`src/rtl/pmu_irq_enable.sv`:
```
module pmu_irq_enable #(
  parameter int NUM_EVT   = 31,
  parameter bit HAS_INSTR = 1'b1
) (
  input  logic        clk,
  input  logic        rst_n,
  input  logic        wr_en,
  input  logic        wr_clr,
  input  logic [63:0] wr_data,
  input  logic [63:0] ovf_flags,
  output logic [63:0] rd_data,
  output logic        irq
);
  localparam logic [63:0] EVT_MASK = (NUM_EVT == 0) ? 64'd0 : ({64{1'b1}} >> (64 - NUM_EVT));
  localparam logic [63:0] CYC_MASK = 64'h0000_0000_8000_0000;
  localparam logic [63:0] INS_MASK = HAS_INSTR ? 64'h0000_0001_0000_0000 : 64'd0;
  localparam logic [63:0] IMPL     = EVT_MASK | CYC_MASK | INS_MASK;

  logic [63:0] en_q;
  logic [63:0] hit;

  assign hit     = wr_data & IMPL;
  assign rd_data = en_q;

  always_ff @(posedge clk) begin
    if (!rst_n) begin
      en_q <= '0;
      irq  <= 1'b0;
    end else begin
      if (wr_en) en_q <= wr_clr ? (en_q & ~hit) : (en_q | hit);
      irq <= |(en_q & ovf_flags & IMPL);
    end
  end

  assert_reset_R1: assert property (@(posedge clk) disable iff (!rst_n)
    $rose(rst_n) |-> (rd_data == 64'd0 && !irq));

  assert_set_R2: assert property (@(posedge clk) disable iff (!rst_n)
    (wr_en && !wr_clr) |=> ((rd_data & $past(hit)) == $past(hit)));

  assert_clear_R3: assert property (@(posedge clk) disable iff (!rst_n)
    (wr_en && wr_clr) |=> ((rd_data & $past(hit)) == 64'd0));

  assert_keep_R4: assert property (@(posedge clk) disable iff (!rst_n)
    wr_en |=> (((rd_data ^ $past(rd_data)) & ~$past(wr_data)) == 64'd0));

  assert_idle_R4: assert property (@(posedge clk) disable iff (!rst_n)
    !wr_en |=> $stable(rd_data));

  assert_reserved_zero_R5: assert property (@(posedge clk) disable iff (!rst_n)
    rd_data[63:33] == 31'd0);

  assert_unimpl_zero_R7: assert property (@(posedge clk) disable iff (!rst_n)
    (rd_data & ~IMPL) == 64'd0);

  assert_irq_R10: assert property (@(posedge clk) disable iff (!rst_n)
    1'b1 |=> (irq == |($past(rd_data) & $past(ovf_flags) & IMPL)));

  generate
    if (!HAS_INSTR) begin : g_no_instr
      assert_no_instr_R6: assert property (@(posedge clk) disable iff (!rst_n)
        rd_data[32] == 1'b0);
    end
  endgenerate
endmodule

```
`config.mk`:
```
export PLATFORM = sky130hd
export DESIGN_NAME = pmu_irq_enable
export DESIGN_NICKNAME = d
export VERILOG_FILES = /design/src/rtl/pmu_irq_enable.sv
export SDC_FILE = /design/constraint.sdc
export NUM_CORES = 1
export LEC_CHECK = 0
export BUFFER_PORTS_ARGS = -buffer_cell sky130_fd_sc_hd__buf_2
export CORE_MARGIN = 2
export CORE_UTILIZATION = 25
export CTS_BUF_LIST = sky130_fd_sc_hd__clkbuf_8
export CTS_CLUSTER_DIAMETER = 80
export CTS_CLUSTER_SIZE = 10
export DETAILED_ROUTE_END_ITERATION = 8
export PLACE_DENSITY = 0.66
export SYNTH_ARGS = -nofsm -noshare
export SYNTH_HDL_FRONTEND = slang
export SYNTH_SLANG_ARGS = --single-unit
```
`constraint.sdc`:
```
create_clock -name clk -period 1 [get_ports clk]
set_input_delay 0.2 -clock clk [delete_from_list [all_inputs] [get_ports clk]]
set_output_delay 0.2 -clock clk [all_outputs]
set_load 0.005 [all_outputs]
```
==> reports/metrics.cfg, run 1 <==
[power]
pwr-share-clk_pct = 30.1
power_density_nw_per_um2 = 1180
p_sw_share_pct = 29.1
p_sw_mw = 1.07
irDropWorstVdd_uv = 528
pwr-share-comb_pct = 28.3
intPower_mw = 2.61
seqPwrFrac_pct = 41.7
p_leak_nw = 1.35
finalPower_mw = 3.68

[critical_path]
r2r_slack_ps = -270
cp_max_fo = 2
rr_worst_depth = 4
required_ps = 1170
endpoint_kind = register
cp-start-kind = register
arrival_ps = 1440
r2r_end = irq$_SDFF_PN0_
crit_type = reg2reg

[sta]
fin_skew_ps = 4.94
rsz0062_at_grt = true
report.final.slew_viol_count = 0
worst_slack_ps = -267
setup_tns_ps = -1170
report.final.setup_viol = 27
hold_viol_final = 0
final.period_utilization_pct = 127
period_minus_slack_ps = 1270
holdWs_ps = 133
fmax_ghz = 0.789

[synth]
syn-cell-area_um2 = 1870
yosysSeqAreaShare_pct = 36.5
synthFlopType = dfxtp_1
ys_top_cells_by_area = dfxtp_1 36%, a311oi_2 27%, buf_4 14%, a21oi_1 7.2%, a22oi_1 4.8%
syn_avg_cell_area_um2 = 11.0
synth_most_common_cell = buf_4
syn_inst = 169
synth_edf_count = 0
yosysWarningCount = 0
ys_top_cells_by_count = 35 x buf_4, 34 x dfxtp_1, 33 x a311oi_2
async_flop_share_pct = 0
synth.distinct_cells = 15
yosysTopAreaCellShare_pct = 36.5
netlist.top_cell.by_area = dfxtp_1
ys_ff_latch = 34

[clocking]
insertion_delay_ps = 280
cts_tree = yes
cts_buffers = 5
clock_path_buffers = 2
clock-root-buffer = clkbuf_8
cts_sinks = 34
htreeDepth = 2
clkTransAtPathRegs_ps = 80

[hold_path]
holdPathStages = 2
hp-class = in2reg
hp-start = wr_data[31]

[placed_design]
routabilityCongestion = 0.783
dpl.cell_count = 389
placed_area_um2 = 2600
dp_hpwl_um = 4000
io_buffers = 103
dpl_worst_slack_ps = -471

[die]
die_area_um2 = 8170
die_w_um = 90.4
die_y_um = 90.4
core_area_um2 = 7250
start_util_pct = 25.7
io_pins = 197
row_count = 31

[grt]
grt_remaining_overflow = 0
antenna_found_initial = 1
grt_pass1_vias = 1808
grt_pass1_wl_um = 9180
grtUsageTotal_pct = 14.1
grt_max_degree = 43

[final_layout]
syn2layout_area_growth_pct = 67.8
final_util_pct = 43.2
layout-drive-gt1-share_pct = 76.0
fin_nets = 443
final_area_um2 = 3130
instances_no_fill = 412

[drt]
num_vias = 1855
vias_per_cell = 4.50
routedWlPerCell_um = 14.4
drtPass1Iterations = 4
drc = 0
drt_wl_total_um = 5920
ant_nets = 0
initialDrtViolationCount = 72

[run_status]
violations = setup timing
outcome = finished with violations

[run]
maxCapViolations = 0

-- metal layers --
| layer | vias to the layer above | part of all wire, % | track usage, % |
|---|---|---|---|
| li1 | 895 | - | - |
| met1 | 859 | 42 | 17.3 |
| met2 | 93 | 49 | 23.4 |
| met3 | 8 | 8.1 | 5.09 |
| met4 | 0 | 1.3 | 3.59 |
| met5 | - | 0 | 0 |
-- worst max-delay path: stages, from the launching register on --
cell and delay (ps):
dfxtp_2 330, a22oi_2 230, nand4_1 180, nor4_2 320, a21oi_1 100
-- layout by cell type (no fill, tap or decap) --
master	netlist	routed
nand3_1	1	1
diode_2	0	1
conb_1	1	31
buf_4	35	17
clkinvlp_4	0	1
inv_2	1	1
a21oi_2	7	7
buf_2	9	74
nor4_2	0	1
clkbuf_8	0	6
a222oi_1	1	1
buf_12	0	4
a22oi_2	3	4
a311oi_2	33	33
dfxtp_2	0	33
a22oi_1	12	11
a21oi_1	27	27
nand4_1	3	3
clkinv_2	0	1
dfxtp_1	34	1
buf_6	1	55
-- cell type report --
| class | count | area (um^2) |
|---|---|---|
| fillers | 696 | 4120 |
| flip-flops and latches | 34 | 722 |
| clock inverters | 2 | 12.5 |
| diodes | 1 | 2.50 |
| multi-input cells | 119 | 987 |
| repair buffers | 150 | 1200 |
| well taps | 99 | 124 |
| clock buffers | 6 | 82.6 |
| inverters | 1 | 3.75 |
-- power by group through the flow --
stage / Clock [mW] / Combinational (mW) / Sequential [mW]
after floorplan: 0 / 0.457 / 1.55
after global placement: 0 / 0.826 / 1.53
after CTS: 1.15 / 1.01 / 1.53
after detailed placement: 0 / 0.839 / 1.53
after global routing: 1.21 / 1.13 / 1.55
final: 1.11 / 1.04 / 1.54
-- cell families (layout without fill, tap and decap cells) --
kind of cell,after synthesis,after routing,share of synthesized area (%)
AOI/OAI and AO/OA,83,83,44.4
buffers and inverters,46,159,17.3
DFF,34,34,36.5
and+or+nand+nor,5,5,1.61
other,1,32,0.201
-- repair_timing --
item	in CTS	in global routing
hold buffers	0	0
resized for setup	84	9
pin swaps	0	0
hold endpoints to repair	0	0
endpoints found under the setup margin	31	32
setup buffers	10	10
-- worst max path at each step --
stage	depth (start not counted)	endpoint	slack, ps
floorplan	4	irq$_SDFF_PN0_	-20
CTS	4	irq$_SDFF_PN0_	-310
global placement	5	irq$_SDFF_PN0_	-470
finish	4	irq$_SDFF_PN0_	-270
detailed placement	5	irq$_SDFF_PN0_	-470
global route	4	irq$_SDFF_PN0_	-360
Note: power is estimated with default switching activity, not from simulation.
==> run 2: changes to the inputs <==
==> constraint.sdc (replaced) <==
create_clock -name clk -period 1.05 [get_ports clk]
set_input_delay 0.21 -clock clk [delete_from_list [all_inputs] [get_ports clk]]
set_output_delay 0.21 -clock clk [all_outputs]
set_load 0.005 [all_outputs]
==> run 2 against run 1 <==
  * The flow still finishes with violations (setup timing)
  * Clock-buffer cell count decreased by 1
  * Die area unchanged
  * Fmax increased by 7.0%
  * Utilization increased by 0.052 points
  * Critical endpoint unchanged
  * Largest cell class unchanged
==> reports/metrics.cfg, run 2 (synthesis results as in run 1) <==
[critical_path]
cp_max_fo = 3  ; was 2
required_ps = 1220  ; was 1170 ps
endpoint_kind = register  ; unchanged
cp-start-kind = register  ; unchanged
cpPeakStageDelay_ps = 340  ; was 330 ps
arrival_ps = 1350  ; was 1440 ps
crit_slowest_cell = dfxtp_2  ; unchanged
cp_cell_sequence = a22oi_2 > nand4_1 > nor4_2 > a21oi_1  ; unchanged
crit_type = reg2reg  ; unchanged

[die]
die_area_um2 = 8170  ; unchanged
die_y_um = 90.4  ; unchanged
die_w_um = 90.4  ; unchanged
start_util_pct = 25.7  ; unchanged
io_pins = 197  ; unchanged
row_count = 31  ; unchanged
core_area_um2 = 7250  ; unchanged

[sta]
worst_slack_ps = -134  ; was -267 ps
hold_viol_final = 0  ; unchanged
setup_tns_ps = -137  ; was -1170 ps
report.final.slew_viol_count = 0  ; unchanged
final.period_utilization_pct = 113  ; was 127%
period_minus_slack_ps = 1180  ; was 1270 ps
report.final.setup_viol = 2  ; was 27
fmax_ghz = 0.845  ; was 0.789 GHz
fin_skew_ps = 5.04  ; was 4.94 ps
holdWs_ps = 147  ; was 133 ps
rsz0062_at_grt = true  ; unchanged

[final_layout]
final_common_cell = buf_2  ; unchanged
syn2layout_area_growth_pct = 68.0  ; was 67.8%
most-common-layout-cells = 77 x buf_2, 52 x buf_6, 33 x a311oi_2  ; was 74 x buf_2, 55 x buf_6, 33 x a311oi_2, 33 x dfxtp_2, 31 x conb_1
layout-drive-gt1-share_pct = 75.9  ; was 76.0%
fin_nets = 442  ; was 443
fillCellCount = 717  ; was 696
diodes = 0  ; was 1
final_area_um2 = 3140  ; was 3130 um^2

[power]
finalPower_mw = 3.65  ; was 3.68 mW
p_leak_nw = 1.35  ; about the same
power_density_nw_per_um2 = 1170  ; was 1180 nW/um^2
irDropWorstVdd_uv = 640  ; was 528 uV

[drt]
num_vias = 1853  ; was 1855
drc = 0  ; unchanged
vias_per_cell = 4.52  ; was 4.50
initialDrtViolationCount = 67  ; was 72
routedWlPerCell_um = 14.0  ; was 14.4 um
ant_nets = 0  ; unchanged
drt_wl_total_um = 5720  ; was 5920 um
drtPass1Iterations = 4  ; unchanged

[placed_design]
placed_area_um2 = 2590  ; was 2600 um^2
dpl_worst_slack_ps = -249  ; was -471 ps
dp_hpwl_um = 4050  ; was 4000 um
routabilityCongestion = 0.745  ; was 0.783
io_buffers = 103  ; unchanged

[grt]
antenna_found_initial = 0  ; was 1
grt_max_degree = 40  ; was 43
grt_pass1_wl_um = 9030  ; was 9180 um
grt_remaining_overflow = 0  ; unchanged
grtUsageTotal_pct = 13.6  ; was 14.1%
grt_pass1_vias = 1774  ; was 1808

[clocking]
htreeDepth = 2  ; unchanged
clkTransAtPathRegs_ps = 80  ; about the same
clock-root-buffer = clkbuf_8  ; unchanged
cts_tree = yes  ; unchanged
cts_sinks = 34  ; unchanged
insertion_delay_ps = 280  ; about the same
cts_buffers = 5  ; unchanged
clock_path_buffers = 2  ; unchanged

[run]
maxCapViolations = 0  ; unchanged

[run_status]
violations = setup timing  ; unchanged
outcome = finished with violations  ; unchanged

[hold_path]
hp-class = in2reg  ; unchanged

[run 2: timing repair]
| action | in CTS | in global routing |
|---|---|---|
| setup endpoints to repair | 27 | 28 |
| pin swaps | 2 | 5 |
| hold buffers | 0 | 0 |
| hold endpoints to repair | 0 | 0 |
| gates resized for setup | 77 | 16 |
| buffers inserted | 3 | 17 |
[run 2: per-stage QoR]
step / utilization, % / cells
CTS: 41.6 / 399
global route: 43.2 / 410
finish: 43.2 / 410
floorplan: - / 199
detailed placement: 35.7 / 388
global placement: 35.7 / 388
[run 2: worst paths after layout]
check | start | endpoint | slack [ps] | depth (start not counted)
max | register | irq$_SDFF_PN0_ | -130 | 4
max reg2reg | register | irq$_SDFF_PN0_ | -130 | 4
min reg2reg | register | register | 560 | 2
min | wr_data[6] | register | 150 | 2
[run 2: layer usage]
metal | GRT usage, % | vias to the layer above | wire (um)
li1 | - | 897 | -
met2 | 24.6 | 76 | 2990
met1 | 16.0 | 878 | 2370
met3 | 4.09 | 2 | 342
met5 | 0 | - | 0
met4 | 2.69 | 0 | 17
[run 2: area by class of cell]
| cell class | instances | area [um^2] | area share (%) |
|---|---|---|---|
| sequential | 34 | 716 | 22.8 |
| clock inverter | 3 | 40.0 | 1.28 |
| tap | 99 | 124 | 3.95 |
| multi-input combinational | 119 | 1010 | 32.3 |
| timing repair buffer | 149 | 1170 | 37.4 |
| clock buffer | 5 | 68.8 | 2.19 |
| inverter | 1 | 3.75 | 0.120 |
[run 2: report_power, final]
part	leakage [nW]	total (mW)	switching, mW	internal (mW)
Combinational	1.00	0.989	0.430	0.558
Sequential	0.291	1.46	0.0698	1.39
Clock	0.0579	1.20	0.503	0.699
Total	1.35	3.65	1.00	2.65
[run 2: worst max-delay path, delay by kind of cell, from the launching register on]
kind / cells / cell delay [ps]
DFF: 1 / 340
AOI/OAI and AO/OA: 2 / 290
and+or+nand+nor: 2 / 430
